### config.mk
export PLATFORM = sky130hd
export DESIGN_NAME = spi_word_tx
export DESIGN_NICKNAME = d
export VERILOG_FILES = /design/src/rtl/spi_word_tx.sv
export SDC_FILE = /design/constraint.sdc
export NUM_CORES = 1
export LEC_CHECK = 0
export BUFFER_PORTS_ARGS = -buffer_cell sky130_fd_sc_hd__buf_4
export CELL_PAD_IN_SITES_DETAIL_PLACEMENT = 1
export CELL_PAD_IN_SITES_GLOBAL_PLACEMENT = 1
export CORE_AREA = 2 2 88 90
export CTS_BUF_LIST = sky130_fd_sc_hd__clkbuf_2 sky130_fd_sc_hd__clkbuf_4 sky130_fd_sc_hd__clkbuf_8
export DETAILED_ROUTE_END_ITERATION = 10
export DIE_AREA = 0 0 90 92
export GPL_TIMING_DRIVEN = 0
export PLACE_DENSITY = 0.92
export SYNTH_ARGS = -nofsm -noshare
export SYNTH_HDL_FRONTEND = slang
export SYNTH_SLANG_ARGS = --single-unit
export TNS_END_PERCENT = 5
### constraint.sdc
create_clock -name clk -period 5.2 [get_ports clk]
set_clock_uncertainty 0.2 [all_clocks]
set_input_delay 0.78 -clock clk [delete_from_list [all_inputs] [get_ports clk]]
set_output_delay 0.78 -clock clk [all_outputs]
set_load 0.02 [all_outputs]
### src/rtl/spi_word_tx.sv
module spi_word_tx #(
  parameter int WORD_W = 16,
  parameter int TICK_W = 16
) (
  input  logic              clk,
  input  logic              rst_n,
  input  logic [WORD_W-1:0] tx_data,
  input  logic [TICK_W-1:0] half_ticks,
  input  logic              send,
  input  logic              abort,
  output logic              busy,
  output logic              done,
  output logic              cs_n,
  output logic              sclk,
  output logic              mosi
);
  localparam int IDX_W = $clog2(WORD_W);

  typedef enum logic [2:0] {S_IDLE, S_SEL, S_DATA, S_HIGH, S_LOW, S_DESEL} st_t;

  st_t               st;
  logic [WORD_W-1:0] word;
  logic [TICK_W-1:0] half_q, cnt;
  logic [IDX_W-1:0]  idx;

  wire phase_end = (cnt == half_q - 1'b1);
  wire last_bit  = (idx == IDX_W'(WORD_W - 1));

  always_ff @(posedge clk or negedge rst_n) begin
    if (!rst_n) begin
      st     <= S_IDLE;
      word   <= '0;
      half_q <= TICK_W'(1);
      cnt    <= '0;
      idx    <= '0;
      busy   <= 1'b0;
      done   <= 1'b0;
      cs_n   <= 1'b1;
      sclk   <= 1'b0;
      mosi   <= 1'b0;
    end else begin
      done <= 1'b0;
      if (st == S_IDLE) begin
        if (send) begin
          word   <= tx_data;
          half_q <= (half_ticks == '0) ? TICK_W'(1) : half_ticks;
          cnt    <= '0;
          idx    <= '0;
          st     <= S_SEL;
          cs_n   <= 1'b0;
          busy   <= 1'b1;
        end
      end else if (abort) begin
        st   <= S_IDLE;
        cs_n <= 1'b1;
        sclk <= 1'b0;
        mosi <= 1'b0;
        busy <= 1'b0;
      end else if (!phase_end) begin
        cnt <= cnt + 1'b1;
      end else begin
        cnt <= '0;
        case (st)
          S_SEL: begin
            st   <= S_DATA;
            mosi <= word[0];
          end
          S_DATA, S_LOW: begin
            st   <= S_HIGH;
            sclk <= 1'b1;
          end
          S_HIGH: begin
            sclk <= 1'b0;
            if (last_bit) begin
              st <= S_DESEL;
            end else begin
              st   <= S_LOW;
              mosi <= word[1];
              word <= word >> 1;
              idx  <= idx + 1'b1;
            end
          end
          S_DESEL: begin
            st   <= S_IDLE;
            cs_n <= 1'b1;
            mosi <= 1'b0;
            busy <= 1'b0;
            done <= 1'b1;
          end
          default: st <= S_IDLE;
        endcase
      end
    end
  end
endmodule

==> results.json <==
{
  "outcome": "finished clean",
  "clock.fmax_ghz": 0.2804,
  "holdBufCountCts": 0,
  "grt_remaining_overflow": 0,
  "cp_slowest_cell": "dfstp_2",
  "crit_path_start_kind": "flip-flop",
  "yosysTopAreaCell": "dfrtp_1",
  "syn_area_per_cell_um2": 9.056,
  "dp_hpwl_um": 7227,
  "ys_ff_latch": 60,
  "row_count": 32,
  "critPathCaptureType": "flip-flop",
  "path_cells": "inv_1 > ha_1 > xor2_1 > o211ai_1 > a211oi_1 > nand3_1 > nor4_4 > nand4_4 > nand2_4 > buf_6 > mux2_1",
  "drt-total-wl_um": 10340,
  "min_period_ns": 3.566,
  "slew_violations": 0,
  "synthTopCellsByCount": "nand2_1 (76), dfrtp_1 (58), nand3_1 (31)",
  "hold_start": "word[11]",
  "synth-async-reset-ratio_pct": 100.0,
  "muxShareOfSynthArea_pct": 9.899,
  "crit_type": "reg -> reg",
  "h-tree-depth": 3,
  "cts_max_path_buffers": 2,
  "clk_transition_reported_paths_ns": 0.07,
  "reg2reg_depth": 11,
  "min_path_type": "reg -> reg",
  "synthFlopType": "dfrtp_1",
  "power_leakage_nw": 1.836,
  "antenna_found_initial": 0,
  "syn_inst": 395,
  "min_to": "word[11]",
  "clock_sinks": 60,
  "clk_latency_ns": 0.35,
  "cp.arrival_ns": 3.59,
  "r2r_end": "word[4]",
  "drc_errors": 0,
  "r2r-start": "half_q[0]",
  "max_cap_violations": 0,
  "grt_pass1_vias": 3468,
  "syn-cell-area_um2": 3577,
  "ir_worst_vdd_v": 0.0001806,
  "power_density_nw_per_um2": 409.4,
  "via_per_inst": 5.718,
  "yosys.area_share.simple_pct": 25.25,
  "initial_utilization_pct": 48.03,
  "crit_fanout": 10,
  "fin_util_pct": 56.55,
  "grt_start_max_net_pins": 61,
  "synth_edf_count": 0,
  "io_pins": 41,
  "tns_ns": 0,
  "reg2reg_slack_ns": 1.63,
  "hold_violations": 0,
  "synth_warnings": 0,
  "hold_depth": 1,
  "antenna_cells": 0,
  "track_usage_pct": 26.50,
  "crit_required_ns": 5.22,
  "yosysMostFrequentCell": "nand2_1",
  "die-width_um": 90,
  "setup_viol_count_final": 0,
  "cts.root.buffer_cell": "clkbuf_8",
  "cp_slowest_stage_delay_ns": 0.56,
  "first_iter_violations": 126,
  "ys_top_cells_by_area": "dfrtp_1 (41%), nand2_1 (8.0%), mux2_2 (7.9%)",
  "nNetsFinal": 485,
  "grt_pass1_wl_um": 17370,
  "tightest_slew_ns": 0.7842,
  "core_um2": 7447,
  "die_h_um": 92,
  "synthDistinctLibCells": 57,
  "dp_cells": 537,
  "synth_top_family_by_area": "simple AND/OR/NAND/NOR gates",
  "cts-buffers-inserted": 9,
  "post_cts_buffers": 0,
  "first_pass_iters": 4,
  "antenna_left": 0,
  "slew_headroom_pct": 47.72,
  "drive_above_1_share_pct": 22.17,
  "avgRoutedWirePerCell_um": 18.69,
  "synth_compound_area_share_pct": 12.56,
  "numPortBuffers": 40,
  "gp_congestion": 0.8279,
  "die_area_um2": 8280,
  "finalNonFillerCells": 553,
  "rsz0062_at_grt": "no",
  "area_growth_pct": 17.73,
  "syn-num-nets": 434,
  "yosysTopAreaCellShare_pct": 40.57,
  "synth-xor-area-share_pct": 4.652,
  "seq_area_frac_synth_pct": 42.04,
  "synthAdderAreaFrac_pct": 1.049,
  "period_share_pct": 68.58,
  "vias": 3162,
  "cts_tree": "yes",
  "post_cts_resized": 0
}
[power breakdown]
part | switching, mW | internal (mW) | total (mW)
Clock | 0.195 | 0.251 | 0.446
Sequential | 0.123 | 0.589 | 0.713
Combinational | 0.322 | 0.243 | 0.565
Total | 0.641 | 1.08 | 1.72
[cells in the final DEF (no fill, tap or decap), drive strengths merged, types with 8 or more instances in the layout]
cell,n
mux2,27
clkbuf,29
a31oi,9
nor4,8
nor2,13
nand3,32
inv,18
o21ai,16
xnor2,13
dfrtp,58
nand2,77
buf,45
and3,9
a21oi,14
[worst max-delay path: cells and delay by family, from the launching register on]
family                   cells  cell delay [ns]
adder cells (fa/ha/maj)      1             0.32
XOR/XNOR                     1             0.15
multiplexers                 1             0.35
flip-flops                   1             0.56
AND/OR/NAND/NOR              4             1.23
AO/OA/AOI/OAI                2             0.39
buffers and inverters        2             0.23
[worst max-delay path by stage]
stage / slack (ns) / cells after the start / startpoint / endpoint
after floorplan: 2.18 / 11 / half_q[0] / word[10]
after global placement: 1.90 / 11 / half_q[0] / word[5]
after detailed placement: 1.75 / 10 / half_q[1] / done
after CTS: 1.63 / 11 / half_q[0] / word[4]
after global routing: 1.45 / 11 / half_q[0] / word[4]
final: 1.63 / 11 / half_q[0] / word[4]
[cell families (layout without fill, tap and decap cells)]
| group | after synthesis | count (layout) |
|---|---|---|
| adder cells (fa/ha/maj) | 3 | 3 |
| flip-flops | 60 | 60 |
| XOR/XNOR | 19 | 19 |
| AO/OA/AOI/OAI | 68 | 68 |
| multiplexers | 32 | 32 |
| buffers and inverters | 40 | 96 |
| AND/OR/NAND/NOR | 173 | 173 |
[sequential cells by signal, summed over array words and instances, names as in the netlist]
register / flops
sclk: 1
cnt: 16
done: 1
word: 16
busy: 1
cs_n: 1
st: 3
half_q: 16
idx: 4
mosi: 1
[through the flow]
| stage | hold slack [ns] | setup WS, ns | area, um^2 | power (mW) |
|---|---|---|---|---|
| floorplan | 0.2580 | 2.177 | 3577 | 1.095 |
| global placement | 0.2690 | 1.905 | 4005 | 1.220 |
| detailed placement | 0.2774 | 1.753 | 4005 | 1.269 |
| CTS | 0.2931 | 1.633 | 4212 | 1.729 |
| global route | 0.3288 | 1.450 | 4212 | 1.825 |
| finish | 0.3001 | 1.634 | 4212 | 1.724 |
[layer usage]
metal	vias up	wire length [um]	global-route usage, %
met5	-	0	0
met4	0	265	11.41
met3	23	250	3.615
met2	52	5178	45.49
met1	1592	4642	33.65
li1	1495	-	-
[cell type report]
type	count	area, um^2
Inverter	18	67.56
Buffer	22	95.09
Clock buffer	12	158.9
Sequential cell	60	1504
Multi-Input combinational cell	295	1911
Fill cell	899	3236
Timing Repair Buffer	40	300.3
Clock inverter	4	47.55
Tap cell	102	127.6
Note: power is estimated with default switching activity, not from simulation.
